[config.mk]
export PLATFORM = sky130hd
export DESIGN_NAME = ddr2_init_seq
export DESIGN_NICKNAME = d
export VERILOG_FILES = /design/src/rtl/ddr2_init_pkg.sv /design/src/rtl/ddr2_init_timer.sv /design/src/rtl/ddr2_init_cmdgen.sv /design/src/rtl/ddr2_init_seq.sv
export SDC_FILE = /design/constraint.sdc
export NUM_CORES = 1
export LEC_CHECK = 0
export BUFFER_PORTS_ARGS = -buffer_cell sky130_fd_sc_hd__buf_4
export CELL_PAD_IN_SITES_DETAIL_PLACEMENT = 1
export CELL_PAD_IN_SITES_GLOBAL_PLACEMENT = 1
export CORE_UTILIZATION = 30
export CTS_CLUSTER_SIZE = 10
export DETAILED_ROUTE_END_ITERATION = 7
export GPL_TIMING_DRIVEN = 0
export HOLD_SLACK_MARGIN = 0.15
export PLACE_DENSITY = 0.76
export SLEW_MARGIN = 20
export SYNTH_ARGS = -nofsm -noshare
export SYNTH_HDL_FRONTEND = slang
export SYNTH_HIERARCHICAL = 1
export SYNTH_SLANG_ARGS = --single-unit
[constraint.sdc]
create_clock -name clk -period 5 [get_ports clk]
set_clock_uncertainty 0.2 [all_clocks]
set_input_delay 0.25 -clock clk [delete_from_list [all_inputs] [get_ports clk]]
set_output_delay 0.25 -clock clk [all_outputs]
set_load 0.02 [all_outputs]
[src/rtl/ddr2_init_pkg.sv]
package ddr2_init_pkg;

  typedef enum logic [2:0] {
    CMD_NOP  = 3'd0,
    CMD_PALL = 3'd1,
    CMD_MODE = 3'd2,
    CMD_REF  = 3'd3
  } cmd_e;

  typedef enum logic [1:0] {
    ST_PWRUP,
    ST_ISSUE,
    ST_WAIT,
    ST_DONE
  } st_e;

  typedef enum logic [1:0] {
    WT_NONE,
    WT_CKE,
    WT_MRS
  } wait_e;

  localparam int unsigned STEPS  = 12;
  localparam int unsigned STEP_W = 4;

endpackage

[src/rtl/ddr2_init_timer.sv]
module ddr2_init_timer #(
  parameter int unsigned W    = 8,
  parameter int unsigned INIT = 10
) (
  input  logic         clk,
  input  logic         rst_n,
  input  logic         load,
  input  logic [W-1:0] load_val,
  output logic         done
);

  logic [W-1:0] cnt;

  always_ff @(posedge clk) begin
    if (!rst_n) begin
      cnt <= W'(INIT);
    end else if (load) begin
      cnt <= load_val;
    end else if (cnt != '0) begin
      cnt <= cnt - 1'b1;
    end
  end

  assign done = (cnt == '0);

endmodule

[src/rtl/ddr2_init_cmdgen.sv]
module ddr2_init_cmdgen
  import ddr2_init_pkg::*;
#(
  parameter int unsigned ADDR_W = 14,
  parameter int unsigned BANK_W = 3
) (
  input  logic [STEP_W-1:0] step,
  input  logic [ADDR_W-1:0] mr_val,
  input  logic [ADDR_W-1:0] emr1_val,
  input  logic [ADDR_W-1:0] emr2_val,
  input  logic [ADDR_W-1:0] emr3_val,
  output cmd_e              typ,
  output logic [BANK_W-1:0] bank,
  output logic [ADDR_W-1:0] addr,
  output wait_e             wsel
);

  localparam logic [ADDR_W-1:0] BIT_A0  = ADDR_W'(1);
  localparam logic [ADDR_W-1:0] BIT_A8  = ADDR_W'(1) << 8;
  localparam logic [ADDR_W-1:0] BIT_A10 = ADDR_W'(1) << 10;
  localparam logic [ADDR_W-1:0] OCD_FLD = ADDR_W'(7) << 7;

  logic [ADDR_W-1:0] emr1_base;
  assign emr1_base = emr1_val & ~(OCD_FLD | BIT_A0);

  always_comb begin
    typ  = CMD_NOP;
    bank = '0;
    addr = '0;
    wsel = WT_NONE;
    case (step)
      4'd0:  wsel = WT_CKE;
      4'd1:  begin typ = CMD_PALL; addr = BIT_A10; end
      4'd2:  begin typ = CMD_MODE; bank = BANK_W'(2); addr = emr2_val; end
      4'd3:  begin typ = CMD_MODE; bank = BANK_W'(3); addr = emr3_val; end
      4'd4:  begin typ = CMD_MODE; bank = BANK_W'(1); addr = emr1_base; end
      4'd5:  begin typ = CMD_MODE; addr = mr_val | BIT_A8; end
      4'd6:  begin typ = CMD_PALL; addr = BIT_A10; end
      4'd7:  typ = CMD_REF;
      4'd8:  typ = CMD_REF;
      4'd9:  begin typ = CMD_MODE; addr = mr_val & ~BIT_A8; wsel = WT_MRS; end
      4'd10: begin typ = CMD_MODE; bank = BANK_W'(1); addr = emr1_base | OCD_FLD; end
      4'd11: begin typ = CMD_MODE; bank = BANK_W'(1); addr = emr1_base; end
      default: ;
    endcase
  end

endmodule

[src/rtl/ddr2_init_seq.sv]
module ddr2_init_seq
  import ddr2_init_pkg::*;
#(
  parameter int unsigned ADDR_W       = 14,
  parameter int unsigned BANK_W       = 3,
  parameter int unsigned CLK_MHZ      = 125,
  parameter int unsigned PWRUP_US     = 200,
  parameter int unsigned CKE_NS       = 400,
  parameter int unsigned MRS_WAIT_CYC = 200
) (
  input  logic              clk,
  input  logic              rst_n,
  input  logic              dll_locked,
  input  logic              two_rank_en,
  input  logic [ADDR_W-1:0] mr_val,
  input  logic [ADDR_W-1:0] emr1_val,
  input  logic [ADDR_W-1:0] emr2_val,
  input  logic [ADDR_W-1:0] emr3_val,
  input  logic              cmd_ready,
  output logic              cmd_valid,
  output logic [2:0]        cmd_type,
  output logic              cmd_chip,
  output logic [BANK_W-1:0] cmd_bank,
  output logic [ADDR_W-1:0] cmd_addr,
  output logic              cke,
  output logic              refresh_en,
  output logic              init_done
);

  localparam int unsigned PWRUP_CYC = CLK_MHZ * PWRUP_US;
  localparam int unsigned CKE_CYC   = (CKE_NS * CLK_MHZ + 999) / 1000;
  localparam int unsigned MAX_A     = (PWRUP_CYC > CKE_CYC) ? PWRUP_CYC : CKE_CYC;
  localparam int unsigned MAX_W     = (MAX_A > MRS_WAIT_CYC) ? MAX_A : MRS_WAIT_CYC;
  localparam int unsigned TW        = $clog2(MAX_W + 1);
  localparam logic [STEP_W-1:0] LAST_STEP = STEP_W'(STEPS - 1);

  st_e               st;
  logic [STEP_W-1:0] step;
  logic              chip_q;
  logic              cke_q;
  logic              done_q;

  cmd_e              g_typ;
  logic [BANK_W-1:0] g_bank;
  logic [ADDR_W-1:0] g_addr;
  wait_e             g_wsel;

  logic              hs;
  logic              tmr_load;
  logic [TW-1:0]     tmr_val;
  logic              tmr_done;

  ddr2_init_cmdgen #(.ADDR_W(ADDR_W), .BANK_W(BANK_W)) u_gen (
    .step     (step),
    .mr_val   (mr_val),
    .emr1_val (emr1_val),
    .emr2_val (emr2_val),
    .emr3_val (emr3_val),
    .typ      (g_typ),
    .bank     (g_bank),
    .addr     (g_addr),
    .wsel     (g_wsel)
  );

  assign hs       = (st == ST_ISSUE) && cmd_ready;
  assign tmr_load = hs && (g_wsel != WT_NONE);
  assign tmr_val  = (g_wsel == WT_CKE) ? TW'(CKE_CYC - 1) : TW'(MRS_WAIT_CYC - 1);

  ddr2_init_timer #(.W(TW), .INIT(PWRUP_CYC)) u_tmr (
    .clk      (clk),
    .rst_n    (rst_n),
    .load     (tmr_load),
    .load_val (tmr_val),
    .done     (tmr_done)
  );

  always_ff @(posedge clk) begin
    if (!rst_n) begin
      st     <= ST_PWRUP;
      step   <= '0;
      chip_q <= 1'b0;
      cke_q  <= 1'b0;
      done_q <= 1'b0;
    end else begin
      case (st)
        ST_PWRUP: if (tmr_done && dll_locked) st <= ST_ISSUE;
        ST_ISSUE: if (cmd_ready) begin
          if (g_typ == CMD_NOP) cke_q <= 1'b1;
          if (step == LAST_STEP) begin
            step <= '0;
            if (two_rank_en && !chip_q) begin
              chip_q <= 1'b1;
            end else begin
              st     <= ST_DONE;
              done_q <= 1'b1;
            end
          end else begin
            step <= step + 1'b1;
            if (g_wsel != WT_NONE) st <= ST_WAIT;
          end
        end
        ST_WAIT:  if (tmr_done) st <= ST_ISSUE;
        default:  st <= ST_DONE;
      endcase
    end
  end

  assign cmd_valid  = (st == ST_ISSUE);
  assign cmd_type   = g_typ;
  assign cmd_chip   = chip_q;
  assign cmd_bank   = g_bank;
  assign cmd_addr   = g_addr;
  assign cke        = cke_q;
  assign refresh_en = done_q;
  assign init_done  = done_q;

endmodule

Word level (Yosys, flattened, before mapping)
Index checks and enable logic that the tools add are counted.
Storage, ports and cells
  flip-flop bits (word level): 24
  latch bits: 0
  memory bits (writable): 0
  ROM bits: 0
  input port bits: 61
  output and inout bits: 25
  logic and storage cells: 65
  memories kept: 0
Operators by class
  $add $sub $neg: 2
  $mul: 0
  divide/modulo/power cells: 0
  order comparisons: 0
  equal/unequal tests: 19
  shift-type cells: 0
  multiplexer cells: 15
  bitwise logic cells: 1
  reduce and logical (&&, ||, !) cells: 22
Operators by type and width (count)
  case mux 14 bit (7 select lines): 1
  2-to-1 mux 15 bit: 2
  case mux 2 bit (3 select lines): 3
  equality test 4 x 3 -> 1 bit, second input constant: 4
  equality test 4 bit, second input constant: 4
  logical NOT 15 bit: 1
  nonzero test 15 bit: 1
  subtractor 15 x 1 -> 15 bit, second input constant: 1
  2-to-1 mux 2 bit: 6
  equality test 4 x 2 -> 1 bit, second input constant: 2
  2-to-1 mux 8 bit: 1
  AND reduction 4 bit: 2
  OR reduction 7 bit: 1
  inequality test 2 bit, second input constant: 3
  OR reduction 2 bit: 3
  AND reduction 5 bit: 1
  adder 4 x 1 -> 4 bit, second input constant: 1
  equality test 2 x 1 -> 1 bit, second input constant: 2
  equality test 4 x 1 -> 1 bit, second input constant: 1
  logical AND 1 bit: 4
  logical NOT 4 bit: 1
  2-to-1 mux 4 bit: 1
  case mux 2 bit (2 select lines): 1
  nonzero test 2 bit: 2
  10 further kinds: 10

Depth between registers and ports, before layout
  depth after elaboration: 7
  gate-level depth with buffers: 10
  gate-level depth less buffers: 8

By module
The synthesis kept the hierarchy.
Modules (own cells, without submodules)
  ddr2_init_timer: times used 1, cells each 117, area each 907.1 um^2, sequential area each 300.3 um^2
  ddr2_init_cmdgen: times used 1, cells each 79, area each 564.3 um^2, sequential area each 0.0 um^2
  ddr2_init_seq: times used 1, cells each 52, area each 460.4 um^2, sequential area each 180.2 um^2

Worst setup path after synthesis
Ideal clock, no wire load.
  path type: register to register
  start point: reg step[0]
  end point: reg u_tmr.cnt[13]
  library setup time: 142 ps
  arrival: 1873 ps
  data required time: 4658 ps
  slack: 2786 ps
  stages on the path, launching flop included: 8
  path buffers: 3
  period minus slack after synthesis: 2214 ps
  path through: dfxtp_1 clkbuf_1 nor4_1 nor2_1 nor2_1 clkbuf_1 clkbuf_1 o2111ai_1
On the way
  cells in the longest elaborated chain, start to end: 5
  elaborated cells between the ends (all ways): 7
  those cells by class: 1 x eq/ne; 2 x mux; 4 x reduce/logical
Ends and longest elaborated chain
  start, declared: line ddr2_init_seq.sv:38  | logic [STEP_W-1:0] step;
  start signal, assigned: line ddr2_init_seq.sv:98  | step <= step + 1'b1;
  equality test 4 bit or logical NOT 4 bit (tied branches): line ddr2_init_cmdgen.sv:31  | case (step)
  case mux 2 bit (2 select lines) (*): line ddr2_init_cmdgen.sv:31
  net g_wsel[0]: line ddr2_init_seq.sv:46  | wait_e g_wsel;
  nonzero test 2 bit (*): line ddr2_init_seq.sv:66  | assign tmr_load = hs && (g_wsel != WT_NONE);
  logical AND 1 bit (*): line ddr2_init_seq.sv:66
  net tmr_load: line ddr2_init_seq.sv:49  | logic tmr_load;
  2-to-1 mux 15 bit or nonzero test 2 bit (tied branches)
  end signal, assigned: line ddr2_init_timer.sv:16  | cnt <= W'(INIT);
  end signal, assigned: line ddr2_init_timer.sv:18  | cnt <= load_val;
  end signal, assigned: line ddr2_init_timer.sv:20  | cnt <= cnt - 1'b1;
  end, declared: line ddr2_init_timer.sv:12  | logic [W-1:0] cnt;
The timed path passes the listed nets; every way through them passes the cells marked *.
A chain may end at the register's enable or synchronous reset.

Final worst setup path
Ends and elaborated chain as after synthesis.

==> run_results.csv <==
group,metric,value,unit
status,status,"complete, no violations",
drt,num_vias,2276,
logic_synthesis,synth_compound_area_share,25.8,%
logic_synthesis,ys_warn_count,6,
pwr,p_int,352,uW
placement,post-place-cells,409,
setup_path,worstPathBufferInverterCount,3,
drt,ant_nets,0,
placement,gp_congestion,0.813,
drt,wire_per_inst,16.9,um
min_path,whs_path_depth,4,
pwr,cellLeakagePower,0.00113,uW
logic_synthesis,avgSynthCellArea,7.79,sq um
logic_synthesis,synth_most_common_cell,"nor2_1",
clock_network,cts_tree,"done",
logic_synthesis,synth_xor_area_share,2.27,%
setup_path,critical-path-top-delay-family,"buffers and inverters",
timing,finalCritPeriodShare,57.2,%
setup_path,arrival,2.79,ns
setup_path,reg2reg_from,"step[0]",
drt,detail_route.iter0.violations,55,
logic_synthesis,syn_inst,248,
global_route,grt_util_all_layers,20.2,%
timing,rsz0062_at_grt,"false",
pwr,seq_power_share,44.4,%
placement,hpwl,5400,um
clock_network,cts_resized,0,
drt,routed_wl,7030,um
pwr,powerDensity,171,mW/mm^2
min_path,min_from,"dll_locked",
logic_synthesis,ys_ff_latch,24,
setup_path,r2r_slack,2.14,ns
timing,tightest_slew,1.03,ns
logic_synthesis,synth_edf_count,0,
drt,route.detailed.drc,0,
final_layout,synthToLayoutAreaGrowth,42.0,%
clock_network,htree_levels,1,
global_route,grt_pass1_wl,10600,um
drt,dr.pass1.iters,4,
floorplanning,rows,28,
floorplanning,dieWidth,82.2,um
placement,io_buffers,78,
timing,timing.fmax,0.349,GHz
timing,drv_slew,0,
final_layout,diodes,0,
global_route,grt-ovfl-total,0,
setup_path,timing.critical_path.mode_cell,"clkbuf_1",
logic_synthesis,synthAdderAreaFrac,1.30,%
logic_synthesis,yosys-top-cells-area,"dfxtp_1 25%, mux2i_1 5.7%, a221o_1 5.2%",
floorplanning,core_area,0.00606,sq mm
setup_path,end_kind,"flip-flop",
timing,final.min_clock_period,2.86,ns
min_path,hp-class,"primary input to flip-flop",
setup_path,r2r_cells,7,
setup_path,crit_fanout,10,
logic_synthesis,synth-seq-area-share,24.9,%
logic_synthesis,synth.top_cells.by_count,"26 x nor2_1, 24 x dfxtp_1, 16 x nand3_1",
clock_network,clockBufferDepth,2,
pwr,p_sw,116,uW
timing,hold_violations,0,
setup_path,cpPeakStageDelay,0.54,ns
floorplanning,floorplan.die_area,0.00676,sq mm
logic_synthesis,ys_types,58,
final_layout,final_util,45.3,%
global_route,grt_pass1_vias,2266,
min_path,min_to,"st[0]",
global_route,antenna_found_initial,0,
timing,relSlewSlack,31.0,%
clock_network,cts_root_buf,"clkbuf_8",
pwr,vdd_drop_max,0.128,mV
setup_path,crit_type,"flip-flop to flip-flop",
clock_network,numCtsBuffers,3,
logic_synthesis,yosys.area_share.simple,32.1,%
logic_synthesis,synth_top_area_share,24.9,%
logic_synthesis,synthMuxAreaShare,5.70,%
pwr,pwr-share-comb,18.1,%
floorplanning,start_util,31.9,%
pwr,swShare,24.9,%
clock_network,clk_latency,0.27,ns
pwr,pwr-share-clk,37.5,%
logic_synthesis,synth_top_area_cell,"dfxtp_1",
floorplanning,ios,86,
setup_path,startpoint_type,"flip-flop",
clock_network,cts_sinks,24,
final_layout,drive_above_1_share,29.0,%
setup_path,cp.required,4.93,ns
setup_path,cpMaxStageDelayCell,"dfxtp_1",
logic_synthesis,async_flop_share,0,%
logic_synthesis,synth_area,0.00193,sq mm
floorplanning,die_h,82.2,um
flow_run,cap_violations,0,
drt,drt-vias-per-instance,5.47,
timing,setup_tns,0,ns
logic_synthesis,synth_top_family_by_area,"simple AND/OR/NAND/NOR gates",
final_layout,finalNonFillerCells,416,
global_route,grt_max_degree,15,
clock_network,cts.clk_slew.worst_paths,0.09,ns
timing,setup_violations,0,
final_layout,fin_nets,405,
setup_path,path_cells,"clkbuf_1 > and3_1 > nor2_1 > nor2_1 > clkbuf_1 > clkbuf_1 > o2111ai_1",
setup_path,reg2reg_to,"u_tmr/cnt[13]",
logic_synthesis,synthFlopType,"dfxtp_1",
-- stage by stage --
| stage | setup slack, ns | area [sq um] | power, uW | hold slack [ns] |
|---|---|---|---|---|
| 2_1_floorplan | 2.79 | 1960 | 246 | 0.168 |
| 3_3_place_gp | 2.21 | 2640 | 291 | 0.258 |
| 3_5_place_dp | 2.17 | 2640 | 294 | 0.282 |
| 4_1_cts | 2.13 | 2740 | 473 | 0.154 |
| 5_1_grt | 1.80 | 2740 | 491 | 0.221 |
| 6_report | 2.14 | 2740 | 468 | 0.160 |
-- worst max path at each step --
stage | from | to | cells after the start
floorplan | step[0] | u_tmr/cnt[13] | 7
global placement | step[0] | u_tmr/cnt[1] | 8
detailed placement | step[0] | u_tmr/cnt[0] | 8
CTS | step[0] | u_tmr/cnt[0] | 8
global route | step[0] | u_tmr/cnt[0] | 8
finish | step[0] | u_tmr/cnt[13] | 7
-- worst reg2reg max path: cells and delay by family (launching register included) --
family | cells | cell delay [ns]
buffers and inverters | 3 | 1.25
AND/OR/NAND/NOR | 3 | 0.55
flip-flops | 1 | 0.54
AO/OA/AOI/OAI | 1 | 0.18
-- registers in the layout (all words and copies together), names as in the netlist --
name	count
cke	1
init_done	1
cmd_chip	1
st	2
step	4
u_tmr/cnt	15
-- routing by layer --
| layer | GRT usage [%] | wire, um |
|---|---|---|
| met1 | 23.2 | 2980 |
| met2 | 38.0 | 3390 |
| met3 | 3.85 | 595 |
| met4 | 4.74 | 67 |
| met5 | 0 | 0 |
-- final cells by class --
class / instances / area (sq um)
Buffer: 17 / 110
Clock buffer: 3 / 41.3
Clock inverter: 1 / 30.0
Fill cell: 788 / 3320
Inverter: 9 / 33.8
Multi-Input combinational cell: 206 / 1340
Sequential cell: 24 / 480
Tap cell: 75 / 93.8
Timing Repair Buffer: 81 / 616
-- logic make-up after synthesis --
kind of cell	Yosys count
mux	11
other cells	3
flops	24
compound gates	68
buf+inv	26
fa+ha+maj	2
xor+xnor	5
simple gates	109
-- power groups by stage --
stage / registers [uW] / logic, uW / clock network (uW)
2_1_floorplan: 210 / 36.7 / 0
3_3_place_gp: 212 / 79.4 / 0
3_5_place_dp: 212 / 82.1 / 0
4_1_cts: 208 / 84.5 / 181
5_1_grt: 209 / 91.6 / 190
6_report: 208 / 85.0 / 176
-- what timing repair did --
item	in CTS	in global routing
hold endpoints to repair	9	0
hold buffers	3	0
setup buffers	0	0
setup endpoints to repair	0	0
-- cells in the final DEF, fill, tap and decap left out, types with 8 or more instances in the layout --
| master | netlist | routed |
|---|---|---|
| a221o_1 | 10 | 10 |
| buf_4 | 4 | 82 |
| clkbuf_1 | 8 | 8 |
| conb_1 | 3 | 11 |
| dfxtp_1 | 24 | 24 |
| inv_1 | 8 | 8 |
| mux2i_1 | 11 | 11 |
| nand2_1 | 15 | 15 |
| nand3_1 | 16 | 16 |
| nor2_1 | 26 | 26 |
| nor2b_1 | 10 | 10 |
| o21ai_0 | 10 | 10 |
Note: power is estimated with default switching activity, not from simulation.
